--- src/rtl/ulc_pkg.sv ---
package ulc_pkg;
   localparam int CTRL_W = 3;

   typedef enum logic [1:0] {
      SRC_LINK_GNT = 2'd0,
      SRC_CH_GNT   = 2'd1,
      SRC_CH_REQ   = 2'd2,
      SRC_ALWAYS   = 2'd3
   } src_sel_e;

   // bits 2:1 source, bit 0 long gate
   typedef struct packed {
      src_sel_e src;
      logic     long_gate;
   } ctrl_t;
endpackage

--- src/rtl/ulc_timebase.sv ---
module ulc_timebase #(
   parameter int CLK_PER_US       = 10,
   parameter int LONG_US_PER_TICK = 4,
   parameter int SHORT_GATE_TICKS = 1_000_000,
   parameter int LONG_GATE_TICKS  = 15_000_000
) (
   input  logic clk,
   input  logic rst_n,
   input  logic restart,
   input  logic long_sel,
   output logic tick,
   output logic gate_end
);
   localparam int DIV_SHORT = CLK_PER_US;
   localparam int DIV_LONG  = CLK_PER_US * LONG_US_PER_TICK;
   localparam int PRE_W     = $clog2(DIV_LONG + 1);
   localparam int GATE_TOP  = (LONG_GATE_TICKS > SHORT_GATE_TICKS) ? LONG_GATE_TICKS : SHORT_GATE_TICKS;
   localparam int GATE_W    = $clog2(GATE_TOP + 1);

   logic              tick_raw;
   logic [GATE_W-1:0] gate_q;
   logic [GATE_W-1:0] gate_last;

   generate
      if (DIV_LONG == 1) begin : g_no_prescale
         assign tick_raw = 1'b1;
      end else begin : g_prescale
         logic [PRE_W-1:0] pre_q;
         logic [PRE_W-1:0] div_last;
         assign div_last = long_sel ? PRE_W'(DIV_LONG - 1) : PRE_W'(DIV_SHORT - 1);
         assign tick_raw = (pre_q == div_last);
         always_ff @(posedge clk) begin
            if (!rst_n || restart || tick_raw) pre_q <= '0;
            else                               pre_q <= pre_q + 1'b1;
         end
      end
   endgenerate

   assign gate_last = long_sel ? GATE_W'(LONG_GATE_TICKS - 1) : GATE_W'(SHORT_GATE_TICKS - 1);

   always_ff @(posedge clk) begin
      if (!rst_n || restart)   gate_q <= '0;
      else if (tick_raw) begin
         if (gate_q == gate_last) gate_q <= '0;
         else                     gate_q <= gate_q + 1'b1;
      end
   end

   assign tick     = tick_raw && !restart;
   assign gate_end = tick && (gate_q == gate_last);
endmodule

--- src/rtl/ulc_activity_sel.sv ---
module ulc_activity_sel
   import ulc_pkg::*;
#(
   parameter int NUM_CH   = 8,
   parameter int NUM_LINK = 4
) (
   input  src_sel_e                           src,
   input  logic [NUM_CH-1:0]                  ch_req,
   input  logic [NUM_CH-1:0]                  ch_gnt,
   input  logic [NUM_CH*$clog2(NUM_LINK)-1:0] ch_link,
   output logic [NUM_CH-1:0]                  sample
);
   localparam int AW = $clog2(NUM_LINK);

   for (genvar i = 0; i < NUM_CH; i++) begin : g_ch
      logic link_act;
      if (i < NUM_LINK) begin : g_link
         always_comb begin
            link_act = 1'b0;
            for (int c = 0; c < NUM_CH; c++) begin
               if (ch_gnt[c] && (ch_link[c*AW +: AW] == AW'(i))) link_act = 1'b1;
            end
         end
      end else begin : g_test
         assign link_act = 1'b1;
      end

      always_comb begin
         unique case (src)
            SRC_LINK_GNT: sample[i] = link_act;
            SRC_CH_GNT:   sample[i] = ch_gnt[i];
            SRC_CH_REQ:   sample[i] = ch_req[i];
            default:      sample[i] = 1'b1;
         endcase
      end
   end
endmodule

--- src/rtl/ulc_counter_slot.sv ---
module ulc_counter_slot #(
   parameter int CNT_W = 24
) (
   input  logic             clk,
   input  logic             rst_n,
   input  logic             tick,
   input  logic             gate_end,
   input  logic             restart,
   input  logic             flag_clr,
   input  logic             rd_clr,
   input  logic             sample,
   output logic [CNT_W-1:0] hold,
   output logic             flag
);
   logic [CNT_W-1:0] cnt_q;
   logic [CNT_W-1:0] cnt_nxt;
   logic             inc;

   assign inc     = tick && sample && !(&cnt_q);
   assign cnt_nxt = cnt_q + {{(CNT_W-1){1'b0}}, inc};

   always_ff @(posedge clk) begin
      if (!rst_n) begin
         cnt_q <= '0;
         hold  <= '0;
      end else if (restart) begin
         cnt_q <= '0;
      end else if (gate_end) begin
         hold  <= cnt_nxt;
         cnt_q <= '0;
      end else begin
         cnt_q <= cnt_nxt;
      end
   end

   always_ff @(posedge clk) begin
      if (!rst_n || flag_clr) flag <= 1'b0;
      else if (gate_end)      flag <= 1'b1;
      else if (rd_clr)        flag <= 1'b0;
   end
endmodule

--- src/rtl/ulc_regif.sv ---
module ulc_regif
   import ulc_pkg::*;
#(
   parameter int NUM_CH = 8,
   parameter int CNT_W  = 24,
   parameter int ADDR_W = 4
) (
   input  logic                          clk,
   input  logic                          rst_n,
   input  logic                          clear,
   input  logic                          inhibit,
   input  logic                          acc_rd,
   input  logic                          acc_wr,
   input  logic [ADDR_W-1:0]             acc_addr,
   input  logic [CTRL_W-1:0]             acc_wdata,
   input  logic [NUM_CH-1:0][CNT_W-1:0]  holds,
   input  logic [NUM_CH-1:0]             flags,
   output ctrl_t                         ctrl_q,
   output logic                          ctrl_wr,
   output logic [NUM_CH-1:0]             rd_clr,
   output logic [CNT_W-1:0]              acc_rdata,
   output logic                          acc_resp,
   output logic                          acc_valid
);
   logic hit_ctrl, hit_hold, wr_ok, rd_ok;

   assign hit_ctrl = (acc_addr == ADDR_W'(NUM_CH));
   assign hit_hold = (acc_addr <  ADDR_W'(NUM_CH));
   assign wr_ok    = !inhibit && acc_wr && hit_ctrl;
   assign rd_ok    = !inhibit && !acc_wr && acc_rd && (hit_ctrl || hit_hold);
   assign ctrl_wr  = wr_ok && !clear;
   assign acc_valid = wr_ok || rd_ok;

   always_comb begin
      acc_rdata = '0;
      acc_resp  = 1'b0;
      rd_clr    = '0;
      if (rd_ok && hit_ctrl) begin
         acc_rdata = CNT_W'(ctrl_q);
         acc_resp  = 1'b1;
      end else if (wr_ok) begin
         acc_resp  = 1'b1;
      end
      for (int i = 0; i < NUM_CH; i++) begin
         if (rd_ok && (acc_addr == ADDR_W'(i))) begin
            acc_rdata = holds[i];
            acc_resp  = flags[i];
            rd_clr[i] = 1'b1;
         end
      end
   end

   always_ff @(posedge clk) begin
      if (!rst_n || clear) ctrl_q <= '0;
      else if (wr_ok)      ctrl_q <= ctrl_t'(acc_wdata);
   end
endmodule

--- src/rtl/ulc_link_stats.sv ---
module ulc_link_stats
   import ulc_pkg::*;
#(
   parameter int NUM_CH           = 8,
   parameter int NUM_LINK         = 4,
   parameter int CNT_W            = 24,
   parameter int ADDR_W           = 4,
   parameter int CLK_PER_US       = 10,
   parameter int LONG_US_PER_TICK = 4,
   parameter int SHORT_GATE_TICKS = 1_000_000,
   parameter int LONG_GATE_TICKS  = 15_000_000
) (
   input  logic                                clk,
   input  logic                                rst_n,
   input  logic [NUM_CH-1:0]                   ch_req,
   input  logic [NUM_CH-1:0]                   ch_gnt,
   input  logic [NUM_CH*$clog2(NUM_LINK)-1:0]  ch_link,
   input  logic                                clear,
   input  logic                                inhibit,
   input  logic                                acc_rd,
   input  logic                                acc_wr,
   input  logic [ADDR_W-1:0]                   acc_addr,
   input  logic [ulc_pkg::CTRL_W-1:0]          acc_wdata,
   output logic [CNT_W-1:0]                    acc_rdata,
   output logic                                acc_resp,
   output logic                                acc_valid
);
   generate
      if (NUM_LINK < 2 || NUM_LINK > NUM_CH) begin : g_bad_links
         $error("NUM_LINK must lie in 2..NUM_CH");
      end
      if ((1 << ADDR_W) <= NUM_CH) begin : g_bad_addr
         $error("ADDR_W too narrow for NUM_CH holding registers plus control");
      end
      if (CNT_W < 2 || CLK_PER_US < 1 || LONG_US_PER_TICK < 1) begin : g_bad_width
         $error("CNT_W, CLK_PER_US and LONG_US_PER_TICK out of range");
      end
      if (SHORT_GATE_TICKS < 2 || LONG_GATE_TICKS < 2) begin : g_bad_gate
         $error("gate windows need at least two ticks");
      end
   endgenerate

   ctrl_t                        ctrl_q;
   logic                         ctrl_wr;
   logic                         restart;
   logic                         tick;
   logic                         gate_end;
   logic [NUM_CH-1:0]            sample;
   logic [NUM_CH-1:0]            rd_clr;
   logic [NUM_CH-1:0]            flag_q;
   logic [NUM_CH-1:0][CNT_W-1:0] hold_q;

   assign restart = clear || ctrl_wr;

   ulc_timebase #(
      .CLK_PER_US       (CLK_PER_US),
      .LONG_US_PER_TICK (LONG_US_PER_TICK),
      .SHORT_GATE_TICKS (SHORT_GATE_TICKS),
      .LONG_GATE_TICKS  (LONG_GATE_TICKS)
   ) i_timebase (
      .clk      (clk),
      .rst_n    (rst_n),
      .restart  (restart),
      .long_sel (ctrl_q.long_gate),
      .tick     (tick),
      .gate_end (gate_end)
   );

   ulc_activity_sel #(
      .NUM_CH   (NUM_CH),
      .NUM_LINK (NUM_LINK)
   ) i_activity (
      .src     (ctrl_q.src),
      .ch_req  (ch_req),
      .ch_gnt  (ch_gnt),
      .ch_link (ch_link),
      .sample  (sample)
   );

   for (genvar i = 0; i < NUM_CH; i++) begin : g_slot
      ulc_counter_slot #(.CNT_W(CNT_W)) i_slot (
         .clk      (clk),
         .rst_n    (rst_n),
         .tick     (tick),
         .gate_end (gate_end),
         .restart  (restart),
         .flag_clr (ctrl_wr),
         .rd_clr   (rd_clr[i]),
         .sample   (sample[i]),
         .hold     (hold_q[i]),
         .flag     (flag_q[i])
      );
   end

   ulc_regif #(
      .NUM_CH (NUM_CH),
      .CNT_W  (CNT_W),
      .ADDR_W (ADDR_W)
   ) i_regif (
      .clk       (clk),
      .rst_n     (rst_n),
      .clear     (clear),
      .inhibit   (inhibit),
      .acc_rd    (acc_rd),
      .acc_wr    (acc_wr),
      .acc_addr  (acc_addr),
      .acc_wdata (acc_wdata),
      .holds     (hold_q),
      .flags     (flag_q),
      .ctrl_q    (ctrl_q),
      .ctrl_wr   (ctrl_wr),
      .rd_clr    (rd_clr),
      .acc_rdata (acc_rdata),
      .acc_resp  (acc_resp),
      .acc_valid (acc_valid)
   );
endmodule

--- config.mk ---
export PLATFORM = sky130hd
export DESIGN_NAME = ulc_link_stats
export DESIGN_NICKNAME = d
export VERILOG_FILES = /design/src/rtl/ulc_pkg.sv /design/src/rtl/ulc_timebase.sv /design/src/rtl/ulc_activity_sel.sv /design/src/rtl/ulc_counter_slot.sv /design/src/rtl/ulc_regif.sv /design/src/rtl/ulc_link_stats.sv
export SDC_FILE = /design/constraint.sdc
export NUM_CORES = 1
export LEC_CHECK = 0
export CAP_MARGIN = 25
export CORE_MARGIN = 2
export CORE_UTILIZATION = 45
export DETAILED_ROUTE_END_ITERATION = 10
export DONT_BUFFER_PORTS = 1
export GPL_ROUTABILITY_DRIVEN = 0
export PLACE_DENSITY = 0.64
export SETUP_SLACK_MARGIN = 0.02
export SYNTH_ARGS = -nofsm -noshare
export SYNTH_HDL_FRONTEND = slang
export SYNTH_SLANG_ARGS = --single-unit
--- constraint.sdc ---
create_clock -name clk -period 3.4 [get_ports clk]
set_clock_uncertainty 0.15 [all_clocks]
set_input_delay 0.17 -clock clk [delete_from_list [all_inputs] [get_ports clk]]
set_output_delay 0.17 -clock clk [all_outputs]
set_load 0.03 [all_outputs]
---- Word-level counts from Yosys, hierarchy flattened ----
Index checks and enable logic that the tools add are counted.
W data, S select, Z words.
word-level totals
  output and inout port bits .............. 26
  bits in latches ......................... 0
  memories ................................ 0
  RAM bits ................................ 0
  bits in read-only memories .............. 0
  register bits ........................... 425
operators by class
  reductions and logical operators ........ 113
  multiplexer cells ....................... 86
  order comparisons ....................... 1
  add/sub/neg operators ................... 10
  div/mod/pow operators ................... 0
  multiply operators ...................... 0
  shift-type cells ........................ 0
  equal/unequal tests ..................... 36
  bitwise operators ....................... 2
operators with widths
  operator                 count
  $mux W24                 10
  $add A24 B1 Y24          8
  $reduce_and A24 Y1       8
  $mux W1                  66
  $logic_and A1 B1 Y1      65
  $eq A2 B2 Y1 const B     17
  $add A24 B1 Y24 const B  1
  $eq A24 B24 Y1           1
  $eq A2 B1 Y1 const B     9
  $logic_not A2 Y1         9
  $eq A4 B3 Y1 const B     4
  $reduce_bool A2 Y1       8
  $logic_not A1 Y1         13
  $pmux W1 S3              4
  $eq A4 B2 Y1 const B     2
  $pmux W1 S2              4
  $logic_or A1 B1 Y1       7
  $add A6 B1 Y6 const B    1
  $eq A6 B6 Y1             1
  $mux W6                  1
  $eq A4 B1 Y1 const B     1
  $eq A4 B4 Y1 const B     1
  $logic_not A4 Y1         1
  $lt A4 B4 Y1 const B     1
  other kinds (4)          5

---- Longest topological paths before layout ----
Gate-level depths: netlist (run 1).
  depth after elaboration ................. 14
  depth in mapped cells ................... 14
  depth with buffers taken out ............ 13

---- Cells and area by module ----
From an unflattened synthesis (run 1), not the netlist that was laid out.
unflattened totals
  cells, all modules ...................... 2315
  area, all modules ....................... 20298.2 um2
modules (own cells, without submodules)
  module            cells an instance  times used  area an instance (um2)
  ulc_counter_slot  216                8           1999.4
  ulc_regif         345                1           2349.8
  ulc_timebase      171                1           1493.9
  ulc_activity_sel  70                 1           452.9
  ulc_link_stats    1                  1           6.3

---- Least setup slack after synthesis (run 1) ----
OpenSTA, ideal clock, no wires.
  kind .................................... flip-flop to flip-flop
  start ................................... reg i_timebase.g_prescale.pre_q[2]
  end ..................................... reg g_slot[0].i_slot.hold[20]
  data arrival time ....................... 3.293 ns
  library setup time ...................... 0.127 ns
  data required time ...................... 3.123 ns
  path buffers ............................ 2
  setup slack ............................. -0.170 ns
  period minus slack after synthesis ...... 3.570 ns
  cell stages (with the launch flop) ...... 15
  path through ............................ dfxtp_1 -> nand3_1 -> or4_1 -> buf_2 -> nand2_1 -> nand3b_1 -> a211oi_1 -> ha_1 -> ha_1 -> and4_1 -> clkbuf_1 -> nor4b_1 -> nand3_1 -> xor2_1 -> o2bb2ai_1
on the way
  word-level cells in the longest chain between the ends .. 5
  elaborated cells between the ends (all ways) .. 7
ends and longest elaborated chain
  what                              line                    RTL
  from (decl)                       ulc_timebase.sv:28      logic [PRE_W-1:0] pre_q;
  from (signal assigned)            ulc_timebase.sv:34      else pre_q <= pre_q + 1'b1;
  $eq A6 B6 Y1 *                    ulc_timebase.sv:31      assign tick_raw = (pre_q == div_last);
  $logic_and A1 B1 Y1 *             ulc_timebase.sv:49      assign tick = tick_raw && !restart;
  $logic_and A1 B1 Y1 (2 in a row)  ulc_counter_slot.sv:19  assign inc = tick && sample && !(&cnt_q);
  $add A24 B1 Y24                   ulc_counter_slot.sv:20  assign cnt_nxt = cnt_q + {{(CNT_W-1){1'b0}}, inc};
  to (signal assigned)              ulc_counter_slot.sv:29  hold <= cnt_nxt;
  to (decl)                         ulc_counter_slot.sv:12  output logic [CNT_W-1:0] hold,
Mark *: on every way between the ends. The rest lies on a longest branch, timed or not.
A chain may end at the register's enable or synchronous reset.

---- Worst setup path in the final report (run 1) ----
  start ................................... reg i_timebase.g_prescale.pre_q[5]
  end ..................................... reg g_slot[6].i_slot.hold[18]
on the way
  word-level cells in the longest chain between the ends .. 5
  elaborated cells between the ends (all ways) .. 7
ends and longest elaborated chain
  what                              line
  $eq A6 B6 Y1 *                    ulc_timebase.sv:31
  $logic_and A1 B1 Y1 *             ulc_timebase.sv:49
  $logic_and A1 B1 Y1 (2 in a row)  ulc_counter_slot.sv:19
  $add A24 B1 Y24                   ulc_counter_slot.sv:20
  to (signal assigned)              ulc_counter_slot.sv:29
  to (decl)                         ulc_counter_slot.sv:12
Marked as above.

==> metrics.yaml, run 1 <==
synthesis:
  synth.distinct_cells: 59
  synth_enable_flop_cells: 0
  synth_nets: 2200
  syn-cell-area_um2: 18900
  ys.warnings.count: 0
  synthesis.area_per_instance_um2: 8.86
  synth_top_cell_by_area: "sky130_fd_sc_hd__dfxtp_1"
  ys.flop_type: "sky130_fd_sc_hd__dfxtp_1"
  synth-async-reset-ratio: 0
  synth-seq-cells: 425
  post-synth-top-area-fraction: 0.451
  synth_cells: 2132
  synth.top_cells.by_area: "sky130_fd_sc_hd__dfxtp_1, sky130_fd_sc_hd__xor2_1, sky130_fd_sc_hd__nor2_1"
  seq_area_frac_synth: 0.451
clock_network:
  cts.clk_slew.worst_paths_ns: 0.06
  cts.htree.levels: 2
  cts_buffer_depth: 3
  clk_root_buffer_cell: "sky130_fd_sc_hd__clkbuf_16"
  clock-sinks: 425
  clkLatencyLatePin_ns: 0.58
  cts_tree: "yes"
  numCtsBuffers: 46
sta:
  final-hold-violation-count: 0
  setup_viol: 0
  timing.final.crit_period_ns: 3.37
  slew-limit-headroom: 0.206
  post-route-worst-setup-slack_ns: 0.0306
  timing.final.crit_share: 0.991
  grt_setup_unrepaired: "yes"
  worstMarginPinSlew_ns: 1.18
  drv_slew: 0
  maxClockFrequency_mhz: 297
critical_path:
  r2r_start: "i_timebase.g_prescale.pre_q[5]"
  ff2ff_path_depth: 15
  worst_case_register_to_register_setup_slack_ns: 0.03
  critical_path_peak_fanout: 4
  timing.critical_path.to_type: "register"
  path_class: "register to register"
  critical_path_required_ns: 3.68
  arrival_ns: 3.65
  worstSetupStartpointType: "register"
  worstReg2RegEnd: "g_slot[6].i_slot.hold[18]"
floorplan:
  die_h_um: 209
  start_util: 0.453
  design.die.area_um2: 43600
  placementRows: 75
  io-pin-count: 71
  die_w_um: 209
  core_area_um2: 41700
global_routing:
  antenna_found_initial: 0
  wire_length_of_the_first_global_routing_pass_um: 87500
  grt_util_all_layers: 0.254
  grt_max_degree: 86
  grt_overflow_total: 0
  grt_pass1_vias: 15131
cells_and_area:
  non_filler_instance_count_after_layout: 2748
  n_fill_cell: 3833
  final_nets: 2242
  diodes: 0
  final_layout_size_suffix_gt1_frac: 0.134
  area_growth_pct: 17.4
  utilization: 0.532
  finalInstanceArea_um2: 22200
route:
  antenna_violating_nets_post_route: 0
  first_pass_iters: 6
  detail_route.wirelength_um: 57200
  vias_per_cell: 5.93
  first_iteration_detailed_routing_drc_count: 1434
  remaining_drc_errors: 0
  via_count: 16299
  detail_route.wl_per_cell_um: 20.8
placement:
  input_output_buffers: 0
  placedInstanceArea_um2: 19900
  dp_worst_setup_slack_ns: -0.127
  detailed_placement_wirelength_estimate_um: 39300
  placed_cells: 2636
hold_path:
  hold_end: "g_slot[2].i_slot.flag"
  hold-path-cell-count: 5
  hold_start: "acc_wr"
  min_path_type: "primary input to register"
job:
  cap_violations: 0
pwr:
  cellPowerDensity_nw_per_um2: 464
  peakVddDrop_mv: 0.319
  cellLeakagePower_nw: 7.07
  totalPowerFinal_mw: 10.3
run_status:
  status: "complete, no violations"
-- metal layers --
metal,part of all wire,track usage,up-vias
met5,0,0,-
met4,0.043,0.112,0
met3,0.063,0.0362,120
met2,0.44,0.383,573
met1,0.46,0.361,7840
li1,-,-,7766
-- area by class of cell --
cell class	count	area (µm²)	share of cell area
clock buffer	64	1340	0.0605
tap	539	674	0.0304
multi-input combinational	1545	10200	0.460
inverter	26	100	0.00452
sequential	425	8510	0.384
timing repair buffer	130	1160	0.0525
clock inverter	19	179	0.00807
-- sequential cells by signal (all words and copies together), names as in the netlist --
name / flops
g_slot.i_slot.flag: 8
g_slot.i_slot.cnt_q: 192
i_timebase.gate_q: 24
i_timebase.g_prescale.pre_q: 6
g_slot.i_slot.hold: 192
i_regif.ctrl_q: 3
-- power breakdown --
part           internal, mW  switching [mW]
clock                  2.98            2.06
combinational        0.0730           0.187
sequential             4.98         0.00136
total                  8.03            2.25
-- cell families after synthesis --
group	count (synthesis)	synth area share
compound gates	499	0.176
xor+xnor	203	0.0941
fa+ha+maj	23	0.0152
buf+inv	162	0.0394
flops	425	0.451
mux	39	0.0245
simple gates	781	0.200
-- metrics by stage --
step                      hold slack (ns)  setup TNS, ns
after floorplan                     0.156              0
after global placement              0.167         -0.580
after detailed placement            0.175          -2.92
after CTS                         0.00514              0
after global routing               0.0534         -0.353
final                              0.0204              0
-- worst max path at each step --
stage,from,end,slack [ns],cells after the start
detailed placement,i_timebase.g_prescale.pre_q[0],g_slot[1].i_slot.hold[22],-0.13,12
CTS,i_timebase.g_prescale.pre_q[0],g_slot[5].i_slot.hold[18],0.05,15
finish,i_timebase.g_prescale.pre_q[5],g_slot[6].i_slot.hold[18],0.03,15
global placement,i_timebase.g_prescale.pre_q[0],g_slot[6].i_slot.hold[19],-0.09,14
floorplan,i_timebase.g_prescale.pre_q[2],g_slot[4].i_slot.hold[18],0.02,13
global route,i_timebase.g_prescale.pre_q[5],g_slot[6].i_slot.hold[18],-0.07,15
-- cell usage in the layout (no fill, tap or decap), types with 47 or more instances in the layout --
cell / n
sky130_fd_sc_hd__dfxtp_1: 421
sky130_fd_sc_hd__nor2_1: 278
sky130_fd_sc_hd__a21oi_1: 157
sky130_fd_sc_hd__nand2_1: 147
sky130_fd_sc_hd__a211oi_1: 125
sky130_fd_sc_hd__xor2_1: 117
sky130_fd_sc_hd__buf_4: 98
sky130_fd_sc_hd__nand4_1: 77
sky130_fd_sc_hd__nand3_1: 77
sky130_fd_sc_hd__xnor2_1: 74
sky130_fd_sc_hd__o2bb2ai_1: 53
sky130_fd_sc_hd__clkbuf_16: 47
-- critical path: stages, from the launching register on --
cell	delay [ns]
sky130_fd_sc_hd__dfxtp_2	0.36
sky130_fd_sc_hd__nand2_2	0.08
sky130_fd_sc_hd__or4_4	0.52
sky130_fd_sc_hd__nand2_4	0.08
sky130_fd_sc_hd__nand3b_1	0.14
sky130_fd_sc_hd__buf_6	0.17
sky130_fd_sc_hd__buf_8	0.14
sky130_fd_sc_hd__a211oi_4	0.21
sky130_fd_sc_hd__ha_2	0.25
sky130_fd_sc_hd__ha_4	0.15
sky130_fd_sc_hd__nand3_4	0.09
sky130_fd_sc_hd__nor4_4	0.33
sky130_fd_sc_hd__buf_6	0.21
sky130_fd_sc_hd__nand3_4	0.09
sky130_fd_sc_hd__xor2_2	0.18
sky130_fd_sc_hd__o2bb2ai_1	0.07
-- cell usage after synthesis (34+ instances only) --
library cell and count:
sky130_fd_sc_hd__a211oi_1 134, sky130_fd_sc_hd__a21oi_1 158, sky130_fd_sc_hd__clkbuf_1 72, sky130_fd_sc_hd__dfxtp_1 425, sky130_fd_sc_hd__nand2_1 153, sky130_fd_sc_hd__nand3_1 85
sky130_fd_sc_hd__nand4_1 77, sky130_fd_sc_hd__nor2_1 281, sky130_fd_sc_hd__nor4_1 34, sky130_fd_sc_hd__o21ai_0 45, sky130_fd_sc_hd__o2bb2ai_1 54, sky130_fd_sc_hd__xnor2_1 76
sky130_fd_sc_hd__xor2_1 127
-- repair_timing --
action / CTS / global route
endpoints found under the setup margin: 88 / 141
hold endpoints to repair: 117 / 0
buffers inserted: 3 / 7
pin swaps: 5 / 30
hold buffers: 20 / 0
resized for setup: 22 / 79
(Power assumes the default switching activity.)
==> run 2, diff against run 1 <==
ABC_AREA = 1   (was unset)
==> run 2 against run 1 <==
The flow now finishes with violations (hold timing). Maximum frequency grew 4.3%. Critical path type is now primary input to primary output. Sequential share of layout area shrank 5.2 points. Combinational power shrank 20%. Critical endpoint is now acc_rdata[3]. Clock-buffer cell count grew 6. Non-clock buffer count shrank 35. Sequential power is essentially flat. Design area grew 16%. Synthesized cell count grew 75%. Clock power grew 1%.
==> metrics.yaml, run 2 <==
run_status:
  status: "finished with violations"
  violations: "hold timing"
synthesis:
  synth_nets: 3795  # +73%
  post-synth-top-area-fraction: 0.369  # -0.0812
  synth_top_cell_by_area: "sky130_fd_sc_hd__dfxtp_1"
  synth.top_cells.by_area: "sky130_fd_sc_hd__dfxtp_1, sky130_fd_sc_hd__nand2_1, sky130_fd_sc_hd__nor2_1"
  ys.flop_type: "sky130_fd_sc_hd__dfxtp_1"
  synthesis.area_per_instance_um2: 6.18  # -30%
  yosysMostFrequentCell: "sky130_fd_sc_hd__nand2_1"
  post_synth_most_frequent_cells: "sky130_fd_sc_hd__nand2_1, sky130_fd_sc_hd__nor2_1, sky130_fd_sc_hd__inv_1"
  synth.distinct_cells: 40  # -32%
  synth-seq-cells: 425  # unchanged
  synth-async-reset-ratio: 0  # unchanged
  seq_area_frac_synth: 0.369  # -0.0812
  syn-cell-area_um2: 23000  # +22%
  synth_cells: 3727  # +75%
  synth_enable_flop_cells: 0  # unchanged
  ys.warnings.count: 0  # unchanged
critical_path:
  worstSetupStartpointType: "primary input"
  r2r_start: "i_regif.ctrl_q[0]"
  arrival_ns: 2.91  # -0.74 ns
  critical_path_required_ns: 3.08  # -0.60 ns
  path_class: "primary input to primary output"
  critical_path_peak_fanout: 17  # +13
  timing.critical_path.to_type: "primary output"
  critPathLaunch: "acc_addr[1]"
global_routing:
  antenna_found_initial: 0  # unchanged
  grt_overflow_total: 0  # unchanged
  wire_length_of_the_first_global_routing_pass_um: 105000  # +20%
  grt_pass1_vias: 19852  # +31%
  grt_util_all_layers: 0.247  # -0.00726
  grt_max_degree: 181  # +110%
pwr:
  cellPowerDensity_nw_per_um2: 401  # -13%
  power.switching_fraction: 0.220  # +0.00110
  clockPowerShare: 0.495  # +0.005
  peakVddDrop_mv: 0.505  # +58%
  comb_power_share: 0.020  # -0.005
  cellInternalPower_mw: 8.02  # -0.13%
  cellLeakagePower_nw: 11.7  # +66%
  totalPowerFinal_mw: 10.3  # about the same
  sequentialPowerShare: 0.485  # about the same
  switching_power_mw: 2.26  # +0.52%
floorplan:
  start_util: 0.457  # +0.00401
  core_area_um2: 50400  # +21%
  die_h_um: 230  # +10%
  placementRows: 82  # +9.3%
  io-pin-count: 71  # unchanged
  design.die.area_um2: 53000  # +22%
  die_w_um: 230  # +10%
clock_network:
  cts_buffer_depth: 3  # unchanged
  cts_tree: "yes"
  numCtsBuffers: 47  # +2.2%
  clk_root_buffer_cell: "sky130_fd_sc_hd__clkbuf_16"
  clkLatencyLatePin_ns: 0.59  # about the same
  cts.clk_slew.worst_paths_ns: 0.06  # about the same
  clock-sinks: 425  # unchanged
  cts.htree.levels: 2  # unchanged
sta:
  drv_slew: 0  # unchanged
  worstMarginPinSlew_ns: 0.882  # -0.294 ns
  setup_viol: 0  # unchanged
  timing.final.crit_share: 0.950  # -0.0407
  grt_setup_unrepaired: "no"
  timing.final.crit_period_ns: 3.23  # -0.138 ns
  slew-limit-headroom: 0.412  # +0.206
  final-hold-violation-count: 13  # +13
  hold_ws_ns: -0.0285  # -0.0489 ns
  post-route-worst-setup-slack_ns: 0.169  # +0.138 ns
  maxClockFrequency_mhz: 309  # +4.3%
  setup_total_negative_slack_ns: 0  # unchanged
route:
  vias_per_cell: 4.82  # -19%
  first_pass_iters: 6  # unchanged
  detail_route.wirelength_um: 65800  # +15%
  detail_route.wl_per_cell_um: 14.8  # -29%
  via_count: 21501  # +32%
  first_iteration_detailed_routing_drc_count: 1738  # +21%
  antenna_violating_nets_post_route: 0  # unchanged
  remaining_drc_errors: 0  # unchanged
cells_and_area:
  final_common_cell: "sky130_fd_sc_hd__nand2_1"
  layout_top_registers: "g_slot.i_slot.cnt_q (192), g_slot.i_slot.hold (192), i_timebase.gate_q (24)"
  final_layout_size_suffix_gt1_frac: 0.0452  # -0.0884
  multi_input_combinational_cell_area_um2: 11800  # +16%
  final_cell_mix: "sky130_fd_sc_hd__nand2_1, sky130_fd_sc_hd__nor2_1, sky130_fd_sc_hd__inv_1, sky130_fd_sc_hd__dfxtp_1, sky130_fd_sc_hd__nand3_1"
  utilization: 0.508  # -0.0235
  n_fill_cell: 5223  # +36%
  register_area_um2: 8510  # about the same
  final_nets: 3821  # +70%
  finalInstanceArea_um2: 25600  # +16%
  area_growth_pct: 11.2
hold_path:
  hold_start: "rst_n"
  min_path_type: "primary input to register"
placement:
  dp_worst_setup_slack_ns: -0.153  # -0.0258 ns
  detailed_placement_wirelength_estimate_um: 47100  # +20%
  input_output_buffers: 0  # unchanged
  placedInstanceArea_um2: 23600  # +19%
job:
  cap_violations: 0  # unchanged
run 2: layout make-up:
class	count	share of cell area
multi-input combinational	2640	0.461
sequential	425	0.332
inverter	544	0.0799
clock buffer	70	0.0549
timing repair buffer	95	0.0349
tap	672	0.0328
clock inverter	10	0.00415
antenna	1	0.0000977
run 2: logic make-up (layout without fill, tap and decap cells):
group           after synthesis  in the layout  share of synthesized area
compound gates              140            140                     0.0325
xor+xnor                    126            126                     0.0479
fa+ha+maj                    23             23                     0.0125
buf+inv                     662            719                      0.122
flops                       425            425                      0.369
other cells                   0              1                          0
simple gates               2351           2351                      0.416
run 2: power groups by stage:
stage | Combinational, mW | Sequential, mW | Clock, mW
2_1_floorplan | 0.147 | 5.09 | 0
6_report | 0.209 | 4.98 | 5.09
3_3_place_gp | 0.154 | 5.09 | 0
3_5_place_dp | 0.153 | 5.09 | 0
4_1_cts | 0.209 | 4.98 | 5.17
5_1_grt | 0.227 | 4.98 | 5.37
run 2: path summary, 6_finish.rpt:
| check | depth (start not counted) | to | slack, ns |
|---|---|---|---|
| hold reg to reg | 1 | i_timebase.g_prescale.pre_q[0] | 0.30 |
| hold / removal | 3 | g_slot[3].i_slot.hold[1] | -0.03 |
| setup / recovery | 10 | acc_rdata[3] | 0.17 |
| setup reg to reg | 13 | g_slot[4].i_slot.hold[0] | 0.21 |
run 2: metal layers:
layer,GRT usage,share of wire,up-vias
met1,0.335,0.47,9584
met4,0.0819,0.027,0
met5,0,0,-
met2,0.405,0.46,468
met3,0.0309,0.049,103
li1,-,-,11346
run 2: timing repair:
| action | in CTS | in global routing |
|---|---|---|
| endpoints found under the hold margin | 211 | 0 |
| buffers inserted | 0 | 1 |
| gates resized for setup | 1 | 22 |
| setup endpoints to repair | 44 | 101 |
| cloned | 0 | 0 |
| pin swaps | 0 | 2 |
| hold buffers | 40 | 0 |
run 2: metrics by stage:
stage	hold slack, ns	instances
floorplan	0.211	3727
global placement	0.187	4335
detailed placement	0.190	4335
CTS	0.00605	4455
global route	0.0287	4456
finish	-0.0285	4457
run 2: worst max-delay path, cell delays in order:
cell                            delay (ns)
sky130_fd_sc_hd__dlygate4sd3_1        0.59
sky130_fd_sc_hd__inv_1                0.07
sky130_fd_sc_hd__nand2_1              0.15
sky130_fd_sc_hd__inv_1                0.10
sky130_fd_sc_hd__nand2_1              0.55
sky130_fd_sc_hd__nand2_1              0.11
sky130_fd_sc_hd__nand2_1              0.15
sky130_fd_sc_hd__nand3_1              0.12
sky130_fd_sc_hd__nor2_1               0.39
sky130_fd_sc_hd__nand4_1              0.50
